--- src/rtl/pxl_pkg.sv ---
package pxl_pkg;
    typedef enum logic [1:0] {
        ST_IDLE  = 2'd0,
        ST_CLEAR = 2'd1,
        ST_LIVE  = 2'd2
    } win_state_e;
endpackage

--- src/rtl/pxl_window_fsm.sv ---
module pxl_window_fsm
    import pxl_pkg::*;
(
    input  logic clk,
    input  logic rst_n,
    input  logic train_i,
    output logic clr_o,
    output logic live_o,
    output logic idle_o
);
    win_state_e state_q, state_d;

    // state register
    always_ff @(posedge clk or negedge rst_n) begin
        if (!rst_n) state_q <= ST_IDLE;
        else        state_q <= state_d;
    end

    // transitions: IDLE->CLEAR on train, CLEAR->LIVE or back to IDLE, LIVE->IDLE when train ends
    always_comb begin
        state_d = state_q;
        unique case (state_q)
            ST_IDLE:  if (train_i)  state_d = ST_CLEAR;
            ST_CLEAR: state_d = train_i ? ST_LIVE : ST_IDLE;
            ST_LIVE:  if (!train_i) state_d = ST_IDLE;
            default:  state_d = ST_IDLE;
        endcase
    end

    // decoded outputs
    always_comb begin
        clr_o  = 1'b0;
        live_o = 1'b0;
        idle_o = 1'b0;
        unique case (state_q)
            ST_IDLE:  idle_o = 1'b1;
            ST_CLEAR: clr_o  = 1'b1;
            ST_LIVE:  live_o = 1'b1;
            default:  idle_o = 1'b1;
        endcase
    end

    // front end only on after a train-high sample
    a_r2_live_needs_train: assert property (@(posedge clk) disable iff (!rst_n)
        live_o |-> $past(train_i));
    // LIVE is entered only through the clear cycle
    a_r2_live_after_clear: assert property (@(posedge clk) disable iff (!rst_n)
        (live_o && !$past(live_o)) |-> $past(clr_o));
endmodule

--- src/rtl/pxl_edge_sync.sv ---
module pxl_edge_sync #(
    parameter int STAGES = 2
) (
    input  logic clk,
    input  logic rst_n,
    input  logic d_i,
    output logic rise_o
);
    logic [STAGES:0] sh_q;

    always_ff @(posedge clk or negedge rst_n) begin
        if (!rst_n) sh_q <= '0;
        else        sh_q <= {sh_q[STAGES-1:0], d_i};
    end

    assign rise_o = sh_q[STAGES-1] & ~sh_q[STAGES];

    // a rise lasts a single cycle
    a_r6_single_rise: assert property (@(posedge clk) disable iff (!rst_n)
        rise_o |=> !rise_o);
endmodule

--- src/rtl/pxl_chk_enc.sv ---
module pxl_chk_enc #(
    parameter int TS_W  = 12,
    parameter int CHK_W = 2
) (
    input  logic [TS_W-1:0]       t_i,
    output logic [TS_W+CHK_W-1:0] e_o
);
    localparam int GRP = TS_W / CHK_W;
    logic [CHK_W-1:0] chk;

    for (genvar g = 0; g < CHK_W; g++) begin : g_grp
        assign chk[g] = ^t_i[g*GRP +: GRP];
    end

    assign e_o = {chk, t_i};
endmodule

--- src/rtl/pxl_hit_store.sv ---
module pxl_hit_store #(
    parameter int DEPTH = 4,
    parameter int ENT_W = 14,
    parameter int CNT_W = 3,
    parameter int IDX_W = 2
) (
    input  logic             clk,
    input  logic             rst_n,
    input  logic             clr_i,
    input  logic             wr_i,
    input  logic [ENT_W-1:0] ent_i,
    input  logic             rd_en_i,
    input  logic [IDX_W-1:0] rd_idx_i,
    output logic [ENT_W-1:0] rd_data_o,
    output logic [CNT_W-1:0] cnt_o,
    output logic             ovf_o
);
    logic [CNT_W-1:0]            cnt_q;
    logic                        ovf_q;
    logic [DEPTH-1:0][ENT_W-1:0] mem_w;
    logic                        full;

    assign full = (cnt_q == CNT_W'(DEPTH));

    for (genvar k = 0; k < DEPTH; k++) begin : g_slot
        logic [ENT_W-1:0] slot_q;
        always_ff @(posedge clk or negedge rst_n) begin
            if (!rst_n)                              slot_q <= '0;
            else if (clr_i)                          slot_q <= '0;
            else if (wr_i && cnt_q == CNT_W'(k))     slot_q <= ent_i;
        end
        assign mem_w[k] = slot_q;
    end

    always_ff @(posedge clk or negedge rst_n) begin
        if (!rst_n) begin
            cnt_q <= '0;
            ovf_q <= 1'b0;
        end else if (clr_i) begin
            cnt_q <= '0;
            ovf_q <= 1'b0;
        end else if (wr_i) begin
            if (full) ovf_q <= 1'b1;
            else      cnt_q <= cnt_q + 1'b1;
        end
    end

    always_comb begin
        rd_data_o = '0;
        if (rd_en_i && (CNT_W'(rd_idx_i) < cnt_q))
            rd_data_o = mem_w[rd_idx_i];
    end

    assign cnt_o = cnt_q;
    assign ovf_o = ovf_q;

    // count never exceeds depth
    a_r8_cnt_bound: assert property (@(posedge clk) disable iff (!rst_n)
        cnt_q <= CNT_W'(DEPTH));
    // a full store keeps its contents until cleared
    a_r7_no_overwrite: assert property (@(posedge clk) disable iff (!rst_n)
        (full && !clr_i) |=> $stable(mem_w));
    // overflow is sticky
    a_r7_ovf_sticky: assert property (@(posedge clk) disable iff (!rst_n)
        (ovf_q && !clr_i) |=> ovf_q);
    // clear cycle empties the store
    a_r2_clear_empties: assert property (@(posedge clk) disable iff (!rst_n)
        clr_i |=> (cnt_q == '0 && !ovf_q));
    // an accepted hit appends one entry
    a_r5_append: assert property (@(posedge clk) disable iff (!rst_n)
        (wr_i && !full && !clr_i) |=> cnt_q == $past(cnt_q) + 1'b1);
endmodule

--- src/rtl/pixel_tstamp_store.sv ---
module pixel_tstamp_store
    import pxl_pkg::*;
#(
    parameter int TS_W   = 12,
    parameter int CHK_W  = 2,
    parameter int DEPTH  = 4,
    parameter int STAGES = 2,
    localparam int ENT_W = TS_W + CHK_W,
    localparam int CNT_W = $clog2(DEPTH + 1),
    localparam int IDX_W = $clog2(DEPTH)
) (
    input  logic             clk,
    input  logic             rst_n,
    input  logic             train_i,
    input  logic [TS_W-1:0]  tcount_i,
    input  logic             comp_i,
    input  logic [IDX_W-1:0] rd_idx_i,
    output logic             fe_en_o,
    output logic             hit_o,
    output logic [CNT_W-1:0] count_o,
    output logic             ovf_o,
    output logic [ENT_W-1:0] rd_data_o
);
    logic clr, live, idle, rise;
    logic [ENT_W-1:0] ent;

    pxl_window_fsm u_fsm (
        .clk    (clk),
        .rst_n  (rst_n),
        .train_i(train_i),
        .clr_o  (clr),
        .live_o (live),
        .idle_o (idle)
    );

    pxl_edge_sync #(.STAGES(STAGES)) u_sync (
        .clk   (clk),
        .rst_n (rst_n),
        .d_i   (comp_i),
        .rise_o(rise)
    );

    pxl_chk_enc #(.TS_W(TS_W), .CHK_W(CHK_W)) u_enc (
        .t_i(tcount_i),
        .e_o(ent)
    );

    pxl_hit_store #(.DEPTH(DEPTH), .ENT_W(ENT_W), .CNT_W(CNT_W), .IDX_W(IDX_W)) u_store (
        .clk      (clk),
        .rst_n    (rst_n),
        .clr_i    (clr),
        .wr_i     (live & rise),
        .ent_i    (ent),
        .rd_en_i  (idle),
        .rd_idx_i (rd_idx_i),
        .rd_data_o(rd_data_o),
        .cnt_o    (count_o),
        .ovf_o    (ovf_o)
    );

    assign fe_en_o = live;
    assign hit_o   = (count_o != '0);

    // no readout data while the front end is on
    a_r9_rd_quiet: assert property (@(posedge clk) disable iff (!rst_n)
        fe_en_o |-> (rd_data_o == '0));
    // outside LIVE and CLEAR the count cannot move
    a_r10_idle_frozen: assert property (@(posedge clk) disable iff (!rst_n)
        (idle && !train_i) |=> $stable(count_o));
endmodule

--- config.mk ---
export PLATFORM = sky130hd
export DESIGN_NAME = pixel_tstamp_store
export DESIGN_NICKNAME = d
export VERILOG_FILES = /design/src/rtl/pxl_pkg.sv /design/src/rtl/pxl_window_fsm.sv /design/src/rtl/pxl_edge_sync.sv /design/src/rtl/pxl_chk_enc.sv /design/src/rtl/pxl_hit_store.sv /design/src/rtl/pixel_tstamp_store.sv
export SDC_FILE = /design/constraint.sdc
export NUM_CORES = 1
export LEC_CHECK = 0
export BUFFER_PORTS_ARGS = -buffer_cell sky130_fd_sc_hd__buf_2
export CORE_MARGIN = 2
export CORE_UTILIZATION = 49
export CTS_CLUSTER_DIAMETER = 100
export DETAILED_ROUTE_END_ITERATION = 6
export PLACE_DENSITY_LB_ADDON = 0.08
export SLEW_MARGIN = 20
export SYNTH_ARGS = -nofsm -noshare
export SYNTH_HDL_FRONTEND = slang
export SYNTH_SLANG_ARGS = --single-unit
--- constraint.sdc ---
create_clock -name clk -period 2.2 [get_ports clk]
set_clock_uncertainty 0.1 [all_clocks]
set_input_delay 0.22 -clock clk [delete_from_list [all_inputs] [get_ports clk]]
set_output_delay 0.22 -clock clk [all_outputs]
set_load 0.02 [all_outputs]
==> results.toml <==
[clock_network]
cts.reportedPaths.clkPinSlew_ps = 80
cts_buffers = 9
cts.path.max_buffers = 2
insertion_delay_ps = 330
clock-sinks = 65
ctsHtreeMaxLevel = 3
cts_root_buf = "clkbuf_8"
cts_tree = "yes"

[floorplan]
start_util_pct = 51.17
ioPinCount = 38
dieHeight_um = 88.47
rows = 30
dieArea_um2 = 7826
fp.dieW_um = 88.47
coreArea_um2 = 6832

[worst_hold_path]
holdPathStages = 3
hold_class = "in2reg"

[timing]
finalSetupViolCount = 0
slew_violations = 0
hold_viol = 0
period_minus_slack_ps = 2142
fmaxAchievable_ghz = 0.4669
tns_ps = 0
fin_crit_sh_pct = 97.35
maxSlewHeadroom_pct = 48.25
worst_slew_pin_slew_ps = 776.2
fin_ws_ps = 58.38

[grt]
grt_pass1_wl_um = 15080
grtUsageTotal_pct = 25.73
grt_pass1_vias = 2885
overflow = 0
grt_max_degree = 58
antenna_found_initial = 0

[worst_setup_path]
path_max_fanout = 10
rr_worst_depth = 6
endpoint_kind = "output port"
worstPathRequired_ps = 1880
criticalPathCategory = "reg2out"
arrival_ps = 1820
cp-start-kind = "flip-flop"

[logic_synthesis]
synth_top_cell_area_share_pct = 46.53
dominantRegCellSynth = "dfrtp_1"
ys_warn_count = 0
synth_area_leaders = "dfrtp_1 47%, mux4_2 9.0%, a21oi_1 6.7%"
synth_edf_count = 0
synth_commonest_cells = "65 x dfrtp_1, 47 x a21oi_1, 40 x nand3_1, 40 x o21ai_1, 22 x inv_1"
synth-seq-cells = 65
async_reset_ff_share_pct = 100.0
netlist_area_um2 = 3496
synthMostInstantiatedCell = "dfrtp_1"
avgSynthCellArea_um2 = 10.22
syn_nets = 370
yosysUniqueCellTypes = 32
synth_cells = 342
synth_seq_area_share_pct = 46.53
synth_top_cell_by_area = "dfrtp_1"

[cells_and_area]
design_area_um2 = 4178
area_delta_synth_final_pct = 19.51
layout-drive-gt1-share_pct = 27.69
nets = 413
n_fill_cell = 617
final_cells = 486
antennaDiodeCount = 0

[placement]
dp_cells = 466
placed_cell_area_um2 = 3892
gp_congestion = 0.7614
io_buffers = 37
post-place-ws_ps = 290.9
dp_hpwl_um = 5876

[routing]
drt_pre_antenna_iters = 4
drtAntennaViolNets = 0
vias = 2821
drc_errors = 0
wire_per_inst_um = 19.27
first_iter_violations = 229
wirelength_um = 9366
vias_per_cell = 5.805

[power_and_ir_drop]
power_density_nw_per_um2 = 837.0
power.internal_uw = 2101
p_sw_share_pct = 39.91
seq_power_share_pct = 38.3
ir_drop_mv = 1.171
p_leak_uw = 0.001855
p_switching_uw = 1395
p_clk_share_pct = 24.3
combPwrFrac_pct = 37.4

[run]
drv_cap = 0

[status]
status = "completed"
area by class of cell:
class | count | area (um2) | share of cell area [%]
inverter | 23 | 86.33 | 2.066
clock inverter | 4 | 20.02 | 0.4792
clock buffer | 12 | 135.1 | 3.235
timing repair buffer | 65 | 455.4 | 10.90
tap | 96 | 120.1 | 2.875
sequential | 65 | 1627 | 38.93
multi-input combinational | 221 | 1734 | 41.51
path summary, 6_finish.rpt:
path	endpoint	startpoint	slack (ps)
setup / recovery	rd_data_o[8]	u_store.cnt_o[1]	60
hold / removal	u_fsm.state_q[1]	train_i	70
setup reg to reg	u_store.g_slot[1].slot_q[0]	u_fsm.state_q[0]	280
hold reg to reg	u_sync.sh_q[1]	u_sync.sh_q[0]	270
max in group asynchronous	u_store.g_slot[3].slot_q[2]	rst_n	940
min in group asynchronous	u_store.ovf_o	rst_n	400
power by group through the flow:
stage,combinational [uW],sequential (uW),clock (uW)
2_1_floorplan,735,1350,0
3_3_place_gp,1210,1360,0
3_5_place_dp,1210,1360,0
4_1_cts,1230,1340,871
5_1_grt,1400,1350,935
6_report,1310,1340,850
per-layer routing:
metal | track usage [%] | vias to the layer above | wire (um)
met4 | 7.163 | 0 | 32
met5 | 0 | - | 0
met1 | 35.64 | 1385 | 4134
met3 | 6.250 | 2 | 694
li1 | - | 1333 | -
met2 | 40.87 | 101 | 4503
registers in the layout, indices dropped and copies added (netlist names):
name                   count
u_fsm.state_q              2
u_store.cnt_o              3
u_store.g_slot.slot_q     56
u_store.ovf_o              1
u_sync.sh_q                3
critical path, cell delays in order (launching register included):
cell	delay (ps)
dfrtp_1	390
inv_2	100
ha_4	200
a21o_4	220
buf_12	150
a211oi_2	220
buf_2	190
through the flow:
stage	util (%)	power (uW)	hold slack, ps
final	61.15	3497	73.45
after global routing	61.15	3689	79.04
after CTS	59.91	3443	60.01
after detailed placement	56.98	2571	240.6
after global placement	56.98	2571	229.3
after floorplan	-	2089	-175.6
cell usage in the layout, fill, tap and decap left out, drive strengths merged:
cell | netlist | layout
a211oi | 14 | 14
a21o | 13 | 13
a21oi | 47 | 47
a311oi | 6 | 6
and2 | 1 | 1
and3b | 1 | 1
and4bb | 1 | 1
buf | 13 | 63
clkbuf | 20 | 12
clkinv | 0 | 4
dfrtp | 65 | 65
dlygate4sd3 | 0 | 2
ha | 10 | 10
inv | 23 | 23
mux2i | 1 | 1
mux4 | 14 | 14
nand2 | 4 | 4
nand2b | 2 | 2
nand3 | 40 | 40
nand3b | 1 | 1
nand4b | 1 | 1
nand4bb | 1 | 1
nor2 | 1 | 1
nor3b | 12 | 12
o21ai | 40 | 40
o22ai | 1 | 1
o31ai | 2 | 2
xnor2 | 4 | 4
xnor3 | 2 | 2
xor2 | 2 | 2
cell families after synthesis:
kind of cell | share of synthesized area, %
compound gates | 20.36
mux | 9.306
simple gates | 10.92
fa+ha+maj | 3.579
buf+inv | 6.514
xor+xnor | 2.792
flops | 46.53
timing repair:
action | in CTS | in global routing
setup buffers | 1 | 1
gates resized for setup | 5 | 13
hold endpoints to repair | 30 | 0
cloned | 0 | 0
setup endpoints to repair | 13 | 10
pin swaps | 1 | 1
hold buffers | 2 | 0
Power figures use the tool's default switching activity.
